`src/rtl/adcseq_pkg.sv`:
```
package adcseq_pkg;

  localparam int CH_W = 3;

  typedef enum logic [1:0] {
    PH_IDLE  = 2'd0,
    PH_CTRL  = 2'd1,
    PH_CONV  = 2'd2,
    PH_SHIFT = 2'd3
  } phase_e;

  typedef struct packed {
    logic [CH_W-1:0] pos;
    logic [CH_W-1:0] neg;
    logic            com;
  } msel_t;

  // Single-ended: positive is the code, negative is the common pin.
  // Differential: partner is the other member of the even/odd pair.
  function automatic msel_t decode_sel(input logic [CH_W-1:0] ch, input logic single);
    msel_t s;
    s.pos = ch;
    if (single) begin
      s.neg = '0;
      s.com = 1'b1;
    end else begin
      s.neg = {ch[CH_W-1:1], ~ch[0]};
      s.com = 1'b0;
    end
    return s;
  endfunction

endpackage

```
`src/rtl/adcseq_cmdrx.sv`:
```
module adcseq_cmdrx #(
  parameter int CW    = 8,
  parameter int CNT_W = $clog2(CW + 1)
) (
  input  logic             clk,
  input  logic             rst_n,
  input  logic             abort_i,
  input  logic             idle_i,
  input  logic             ctrl_i,
  input  logic             rise_i,
  input  logic             din_i,
  output logic [CW-1:0]    word_o,
  output logic [CNT_W-1:0] cnt_o
);

  localparam logic [CNT_W-1:0] FULL = CNT_W'(CW);

  always_ff @(posedge clk or negedge rst_n) begin
    if (!rst_n) begin
      word_o <= '0;
      cnt_o  <= '0;
    end else if (abort_i) begin
      word_o <= '0;
      cnt_o  <= '0;
    end else if (rise_i) begin
      if (idle_i && din_i) begin
        word_o <= CW'(1);
        cnt_o  <= CNT_W'(1);
      end else if (ctrl_i && (cnt_o < FULL)) begin
        word_o <= {word_o[CW-2:0], din_i};
        cnt_o  <= cnt_o + CNT_W'(1);
      end
    end
  end

  a_r10_count_bounded: assert property (@(posedge clk) disable iff (!rst_n)
    cnt_o <= FULL);

  a_r10_start_is_one: assert property (@(posedge clk) disable iff (!rst_n)
    (cnt_o == CNT_W'(1)) |-> word_o[0]);

endmodule

```
`src/rtl/adcseq_sar.sv`:
```
module adcseq_sar #(
  parameter int W = 12
) (
  input  logic         clk,
  input  logic         rst_n,
  input  logic         abort_i,
  input  logic         start_i,
  input  logic         step_i,
  input  logic         cmp_i,
  output logic [W-1:0] code_o,
  output logic         done_o
);

  localparam logic [W-1:0] TOP_BIT = W'(1) << (W - 1);

  logic [W-1:0] ptr;
  logic [W-1:0] kept;

  assign kept = cmp_i ? code_o : (code_o & ~ptr);

  always_ff @(posedge clk or negedge rst_n) begin
    if (!rst_n) begin
      code_o <= '0;
      ptr    <= '0;
      done_o <= 1'b0;
    end else if (abort_i) begin
      code_o <= '0;
      ptr    <= '0;
      done_o <= 1'b0;
    end else begin
      done_o <= 1'b0;
      if (start_i) begin
        code_o <= TOP_BIT;
        ptr    <= TOP_BIT;
      end else if (step_i && (ptr != '0)) begin
        code_o <= kept | (ptr >> 1);
        ptr    <= ptr >> 1;
        if (ptr[0]) done_o <= 1'b1;
      end
    end
  end

  a_r6_ptr_onehot: assert property (@(posedge clk) disable iff (!rst_n)
    $onehot0(ptr));

  a_r6_low_bits_clear: assert property (@(posedge clk) disable iff (!rst_n)
    (ptr != '0) |-> ((code_o & (ptr - W'(1))) == '0));

  a_r7_done_pulse: assert property (@(posedge clk) disable iff (!rst_n)
    done_o |=> !done_o);

endmodule

```
`src/rtl/adcseq_txsr.sv`:
```
module adcseq_txsr #(
  parameter int W     = 12,
  parameter int LFT_W = $clog2(W + 1)
) (
  input  logic         clk,
  input  logic         rst_n,
  input  logic         abort_i,
  input  logic         load_i,
  input  logic [W-1:0] data_i,
  input  logic         fall_i,
  output logic         dout_o,
  output logic         empty_o
);

  logic [W-1:0]     sh;
  logic [LFT_W-1:0] left;

  assign empty_o = (left == '0);

  always_ff @(posedge clk or negedge rst_n) begin
    if (!rst_n) begin
      sh     <= '0;
      left   <= '0;
      dout_o <= 1'b0;
    end else if (abort_i) begin
      sh     <= '0;
      left   <= '0;
      dout_o <= 1'b0;
    end else if (load_i) begin
      sh   <= data_i;
      left <= LFT_W'(W);
    end else if (fall_i) begin
      if (left != '0) begin
        dout_o <= sh[W-1];
        sh     <= sh << 1;
        left   <= left - LFT_W'(1);
      end else begin
        dout_o <= 1'b0;
      end
    end
  end

  a_r8_pad_zero: assert property (@(posedge clk) disable iff (!rst_n)
    (empty_o && fall_i && !load_i) |=> !dout_o);

  a_r9_abort_quiet: assert property (@(posedge clk) disable iff (!rst_n)
    abort_i |=> (!dout_o && empty_o));

endmodule

```
`src/rtl/adcseq_top.sv`:
```
module adcseq_top #(
  parameter int RES_W    = 12,
  parameter int CW       = 8,
  parameter int TRACK_AT = 5
) (
  input  logic             clk,
  input  logic             rst_n,
  input  logic             cs_n,
  input  logic             sck_rise,
  input  logic             sck_fall,
  input  logic             din,
  input  logic             cmp_in,
  output logic             dout,
  output logic             dout_en,
  output logic [RES_W-1:0] dac_code,
  output logic [2:0]       pos_sel,
  output logic [2:0]       neg_sel,
  output logic             neg_com,
  output logic             track,
  output logic             hold,
  output logic             conv_done
);
  import adcseq_pkg::*;

  localparam int CNT_W = $clog2(CW + 1);
  localparam logic [CNT_W-1:0] TRK_CNT = CNT_W'(TRACK_AT);
  localparam logic [CNT_W-1:0] HLD_CNT = CNT_W'(CW);

  phase_e           phase;
  logic [CW-1:0]    word;
  logic [CNT_W-1:0] cnt;
  logic             in_idle, in_ctrl;
  logic             trk_go, hld_go, sar_step, tx_load, tx_empty;
  msel_t            dec;

  assign in_idle  = (phase == PH_IDLE);
  assign in_ctrl  = (phase == PH_CTRL);
  assign trk_go   = sck_fall && in_ctrl && (cnt == TRK_CNT);
  assign hld_go   = sck_fall && in_ctrl && (cnt == HLD_CNT);
  assign sar_step = sck_rise && (phase == PH_CONV);
  assign tx_load  = (phase == PH_CONV) && conv_done;
  assign dout_en  = !cs_n;

  // At the track point the low bits of the word hold channel code and mode flag
  assign dec = decode_sel(word[CH_W:1], word[0]);

  adcseq_cmdrx #(.CW(CW), .CNT_W(CNT_W)) u_rx (
    .clk(clk), .rst_n(rst_n), .abort_i(cs_n),
    .idle_i(in_idle), .ctrl_i(in_ctrl),
    .rise_i(sck_rise), .din_i(din),
    .word_o(word), .cnt_o(cnt)
  );

  adcseq_sar #(.W(RES_W)) u_sar (
    .clk(clk), .rst_n(rst_n), .abort_i(cs_n),
    .start_i(hld_go), .step_i(sar_step), .cmp_i(cmp_in),
    .code_o(dac_code), .done_o(conv_done)
  );

  adcseq_txsr #(.W(RES_W)) u_tx (
    .clk(clk), .rst_n(rst_n), .abort_i(cs_n),
    .load_i(tx_load), .data_i(dac_code), .fall_i(sck_fall),
    .dout_o(dout), .empty_o(tx_empty)
  );

  always_ff @(posedge clk or negedge rst_n) begin
    if (!rst_n) begin
      phase   <= PH_IDLE;
      track   <= 1'b0;
      hold    <= 1'b0;
      pos_sel <= '0;
      neg_sel <= '0;
      neg_com <= 1'b1;
    end else if (cs_n) begin
      phase   <= PH_IDLE;
      track   <= 1'b0;
      hold    <= 1'b0;
      pos_sel <= '0;
      neg_sel <= '0;
      neg_com <= 1'b1;
    end else begin
      unique case (phase)
        PH_IDLE: if (sck_rise && din) phase <= PH_CTRL;
        PH_CTRL: begin
          if (trk_go) begin
            track   <= 1'b1;
            pos_sel <= dec.pos;
            neg_sel <= dec.neg;
            neg_com <= dec.com;
          end
          if (hld_go) begin
            track <= 1'b0;
            hold  <= 1'b1;
            phase <= PH_CONV;
          end
        end
        PH_CONV: if (conv_done) begin
          hold  <= 1'b0;
          phase <= PH_SHIFT;
        end
        PH_SHIFT: if (tx_empty) phase <= PH_IDLE;
        default: phase <= PH_IDLE;
      endcase
    end
  end

  a_r3_no_overlap: assert property (@(posedge clk) disable iff (!rst_n)
    !(track && hold));

  a_r2_track_on_fall: assert property (@(posedge clk) disable iff (!rst_n)
    $rose(track) |-> $past(sck_fall));

  a_r7_hold_release: assert property (@(posedge clk) disable iff (!rst_n)
    conv_done |=> !hold);

  a_r9_abort_clears: assert property (@(posedge clk) disable iff (!rst_n)
    cs_n |=> (!track && !hold && !conv_done));

  a_r5_pair_partner: assert property (@(posedge clk) disable iff (!rst_n)
    (!neg_com) |-> (neg_sel[2:1] == pos_sel[2:1] && neg_sel[0] != pos_sel[0]));

endmodule

```
`config.mk`:
```
export PLATFORM = sky130hd
export DESIGN_NAME = adcseq_top
export DESIGN_NICKNAME = d
export VERILOG_FILES = /design/src/rtl/adcseq_pkg.sv /design/src/rtl/adcseq_cmdrx.sv /design/src/rtl/adcseq_sar.sv /design/src/rtl/adcseq_txsr.sv /design/src/rtl/adcseq_top.sv
export SDC_FILE = /design/constraint.sdc
export NUM_CORES = 1
export LEC_CHECK = 0
export BUFFER_PORTS_ARGS = -buffer_cell sky130_fd_sc_hd__buf_2
export CAP_MARGIN = 20
export CELL_PAD_IN_SITES_DETAIL_PLACEMENT = 1
export CELL_PAD_IN_SITES_GLOBAL_PLACEMENT = 2
export CORE_MARGIN = 1.5
export CORE_UTILIZATION = 34
export CTS_BUF_LIST = sky130_fd_sc_hd__clkbuf_4 sky130_fd_sc_hd__clkbuf_8 sky130_fd_sc_hd__clkbuf_16
export DETAILED_ROUTE_END_ITERATION = 7
export GPL_ROUTABILITY_DRIVEN = 0
export MAX_ROUTING_LAYER = met4
export PLACE_DENSITY_LB_ADDON = 0.1
export REMOVE_ABC_BUFFERS = 1
export SYNTH_ARGS = -nofsm -noshare
export SYNTH_HDL_FRONTEND = slang
export SYNTH_SLANG_ARGS = --single-unit
export TNS_END_PERCENT = 20
```
`constraint.sdc`:
```
create_clock -name clk -period 2.05 [get_ports clk]
set_input_delay 0.615 -clock clk [delete_from_list [all_inputs] [get_ports clk]]
set_output_delay 0.615 -clock clk [all_outputs]
set_load 0.1 [all_outputs]
```
==> run_results.csv <==
group,metric,value,unit
outcome,status,"complete, no violations",
cts,path_clk_slew,0.07,ns
place,dp_hpwl,5.033,mm
sta,fmax,498.1,MHz
place,dp.cells,405,
final_layout,multiInputGateArea,1190,µm²
global_routing,first_global_vias,2295,
cts,numCtsBuffers,9,
final_layout,layout.nets,330,
drt,first_pass_iters,4,
yosys,yosys-top-cells-area,"dfrtp_1 54%, mux2i_1 5.7%, nand2_1 5.4%",
setup_path,crit_path_top_delay_cell,"or3b_4",
yosys,syn_area,2795,µm²
yosys,yosysWarningCount,0,
sta,setup_ws,0.04249,ns
place,portBuffers,30,
drt,drc,0,
power,p_leak,1.694,nW
global_routing,busiest_layer,"met2",
global_routing,grtUsageMet2,26.27,%
setup_path,required,2.28,ns
cts,cts-root-buf,"clkbuf_8",
final_layout,fin_area,3471,µm²
power,powerDensity,1012,nW/µm²
yosys,synth_most_common_cell,"dfrtp_1",
yosys,synth_ff_type,"dfrtp_1",
setup_path,critPathKind,"register to register",
sta,hold_viol_final,0,
die,coreArea,7848,µm²
sta,period_needed,2.008,ns
die,start_util,35.62,%
yosys,synth_edf_count,0,
yosys,syn_area_per_cell,10.59,µm²
yosys,yosys-top-cells-count,"60 x dfrtp_1, 40 x nand2_1, 27 x a21oi_1",
job,max_cap_viol_count,0,
setup_path,arrival,2.24,ns
sta,finalSetupViolCount,0,
cts,clock-sinks,61,
drt,ant_nets,0,
cts,clk_path_buf_depth,2,
die,die_h,93.67,µm
yosys,synth-seq-cells,61,
drt,route.detailed.vias_per_inst,5.236,
final_layout,area_growth,24.17,%
cts,h-tree-depth,3,
yosys,synth_top_cell_area_share,53.72,%
die,ios,31,
sta,tightest_slew,0.4837,ns
sta,fin_skew,0.006267,ns
final_layout,layout.cells.non_filler,420,
die,fp-row-count,32,
worst_hold_path,worstHoldPathType,"primary input to asynchronous set/reset pin",
global_routing,grt_max_degree,50,
global_routing,grt_usage,18.63,%
setup_path,slowest_delay,0.41,ns
sta,slew_violations,0,
drt,vias,2199,
setup_path,cp-end-kind,"register",
die,die_area,8774,µm²
sta,holdWs,0.1539,ns
final_layout,final-seq-area,1528,µm²
cts,cts_tree,"built",
setup_path,start_kind,"register",
global_routing,gr-usage-met1,25.60,%
sta,tns,0,ns
global_routing,grt_overflow,0,
global_routing,grt_pass1_wl,11.82,mm
sta,rsz0062_at_grt,"true",
final_layout,n_antenna_cell,0,
drt,routed_wl,7.166,mm
yosys,syn_inst,264,
drt,drt_iter0_drc,68,
final_layout,fill_cells,913,
power,fin_total_pwr,3.512,mW
global_routing,antenna_found_initial,0,
drt,wl_per_cell,17.06,µm
yosys,ys_seq_area_share,54.66,%
power,irDropWorstVdd,0.3693,mV
die,die_w,93.67,µm
place,placed_cell_area,3227,µm²
yosys,synth_top_area_cell,"dfrtp_1",
global_routing,use_met3,4.773,%
cts,worstSkewPairLatency,0.34,ns
setup_path,cp_cell_sequence,"inv_1, ha_1, or3b_4, a221o_1, or4_1, o211a_1",
setup_path,path_max_fanout,2,
place,dpl_worst_slack,-0.1309,ns
final_layout,final_util,44.23,%
sta,relSlewSlack,67.60,%
sta,fin_crit_sh,97.93,%
yosys,async_flop_share,100.0,%
yosys,synth_cell_type_count,41,
final_layout,drive_gt1_share,23.58,%
-- state kept, by name (all words and copies together) (netlist names), 2 cells and up --
| name | count |
|---|---|
| phase | 2 |
| u_tx.left | 4 |
| u_rx.word_o | 4 |
| u_sar.ptr | 12 |
| u_tx.sh | 12 |
| u_rx.cnt_o | 4 |
| pos_sel | 3 |
| u_sar.code_o | 12 |
| neg_sel | 3 |
-- critical path, delay by kind of cell (launching register included) --
kind	cells	cell delay, ns
adder cells (fa/ha/maj)	1	0.15
buffers and inverters	1	0.06
flip-flops	1	0.39
AND/OR/NAND/NOR	2	0.82
AO/OA/AOI/OAI	2	0.48
-- layout make-up --
type                            count  share of cell area [%]
Clock buffer                       12                   4.758
Sequential cell                    61                   44.02
Clock inverter                      3                   1.947
Multi-Input combinational cell    181                   34.28
Tap cell                          102                   3.677
Timing Repair Buffer               53                   10.45
Inverter                            8                  0.8652
-- layer usage --
| layer | share of wire [%] | up-vias |
|---|---|---|
| li1 | - | 1051 |
| met1 | 52 | 1117 |
| met2 | 45 | 23 |
| met3 | 2.6 | 8 |
| met4 | 1.4 | 0 |
| met5 | 0 | - |
-- worst paths after layout --
check | from | end | slack (ns) | cells after the start
max reg2reg | u_tx.left[0]$_DFFE_PN0P_ | phase[0]$_DFFE_PN0P_ | 0.04 | 6
min reg2reg | u_rx.word_o[3]$_DFFE_PN0P_ | u_rx.word_o[3]$_DFFE_PN0P_ | 0.52 | 2
min | rst_n | pos_sel[1]$_DFFE_PN0P_ | 0.15 | 1
min in group clk | u_rx.word_o[3]$_DFFE_PN0P_ | u_rx.word_o[3]$_DFFE_PN0P_ | 0.52 | 2
max in group asynchronous | rst_n | neg_com$_DFFE_PN1P_ | 1.29 | 2
max | u_tx.left[0]$_DFFE_PN0P_ | phase[0]$_DFFE_PN0P_ | 0.04 | 6
-- power by group --
part	total, mW	leakage [nW]	switching (mW)	internal, mW
clock	1.26	0.115	0.483	0.778
sequential	1.34	0.843	0.0651	1.28
combinational	0.907	0.737	0.490	0.416
total	3.51	1.69	1.04	2.47
-- timing repair --
action                     4_1_cts  5_1_grt
setup endpoints to repair        4        6
hold buffers                     0        0
pin swaps                        0        1
gates resized for setup          2        3
setup buffers                    0        0
-- cell usage in the layout (no fill, tap or decap), drive strengths merged, types with 2 or more instances in the layout --
| cell | count |
|---|---|
| dfrtp | 60 |
| nor3 | 2 |
| a21oi | 27 |
| or2 | 2 |
| and2 | 3 |
| nand3 | 4 |
| nor4 | 3 |
| mux2i | 16 |
| nand2 | 40 |
| or3b | 3 |
| buf | 53 |
| a22o | 11 |
| inv | 8 |
| xor2 | 2 |
| a32o | 11 |
| a21o | 2 |
| o21ai | 17 |
| bufinv | 2 |
| clkbuf | 12 |
| ha | 9 |
| nor2b | 4 |
| nor2 | 7 |
| nand4 | 3 |
-- cells by family (layout without fill, tap and decap cells) --
group / Yosys count / count (layout) / synth area share (%)
XOR/XNOR: 3 / 3 / 0.9402
flip-flops: 61 / 61 / 54.66
adder cells (fa/ha/maj): 9 / 9 / 4.029
AO/OA/AOI/OAI: 77 / 77 / 18.40
AND/OR/NAND/NOR: 76 / 76 / 13.07
multiplexers: 16 / 16 / 5.730
buffers and inverters: 22 / 76 / 3.178
No activity file was read; power rests on OpenSTA's default activity.
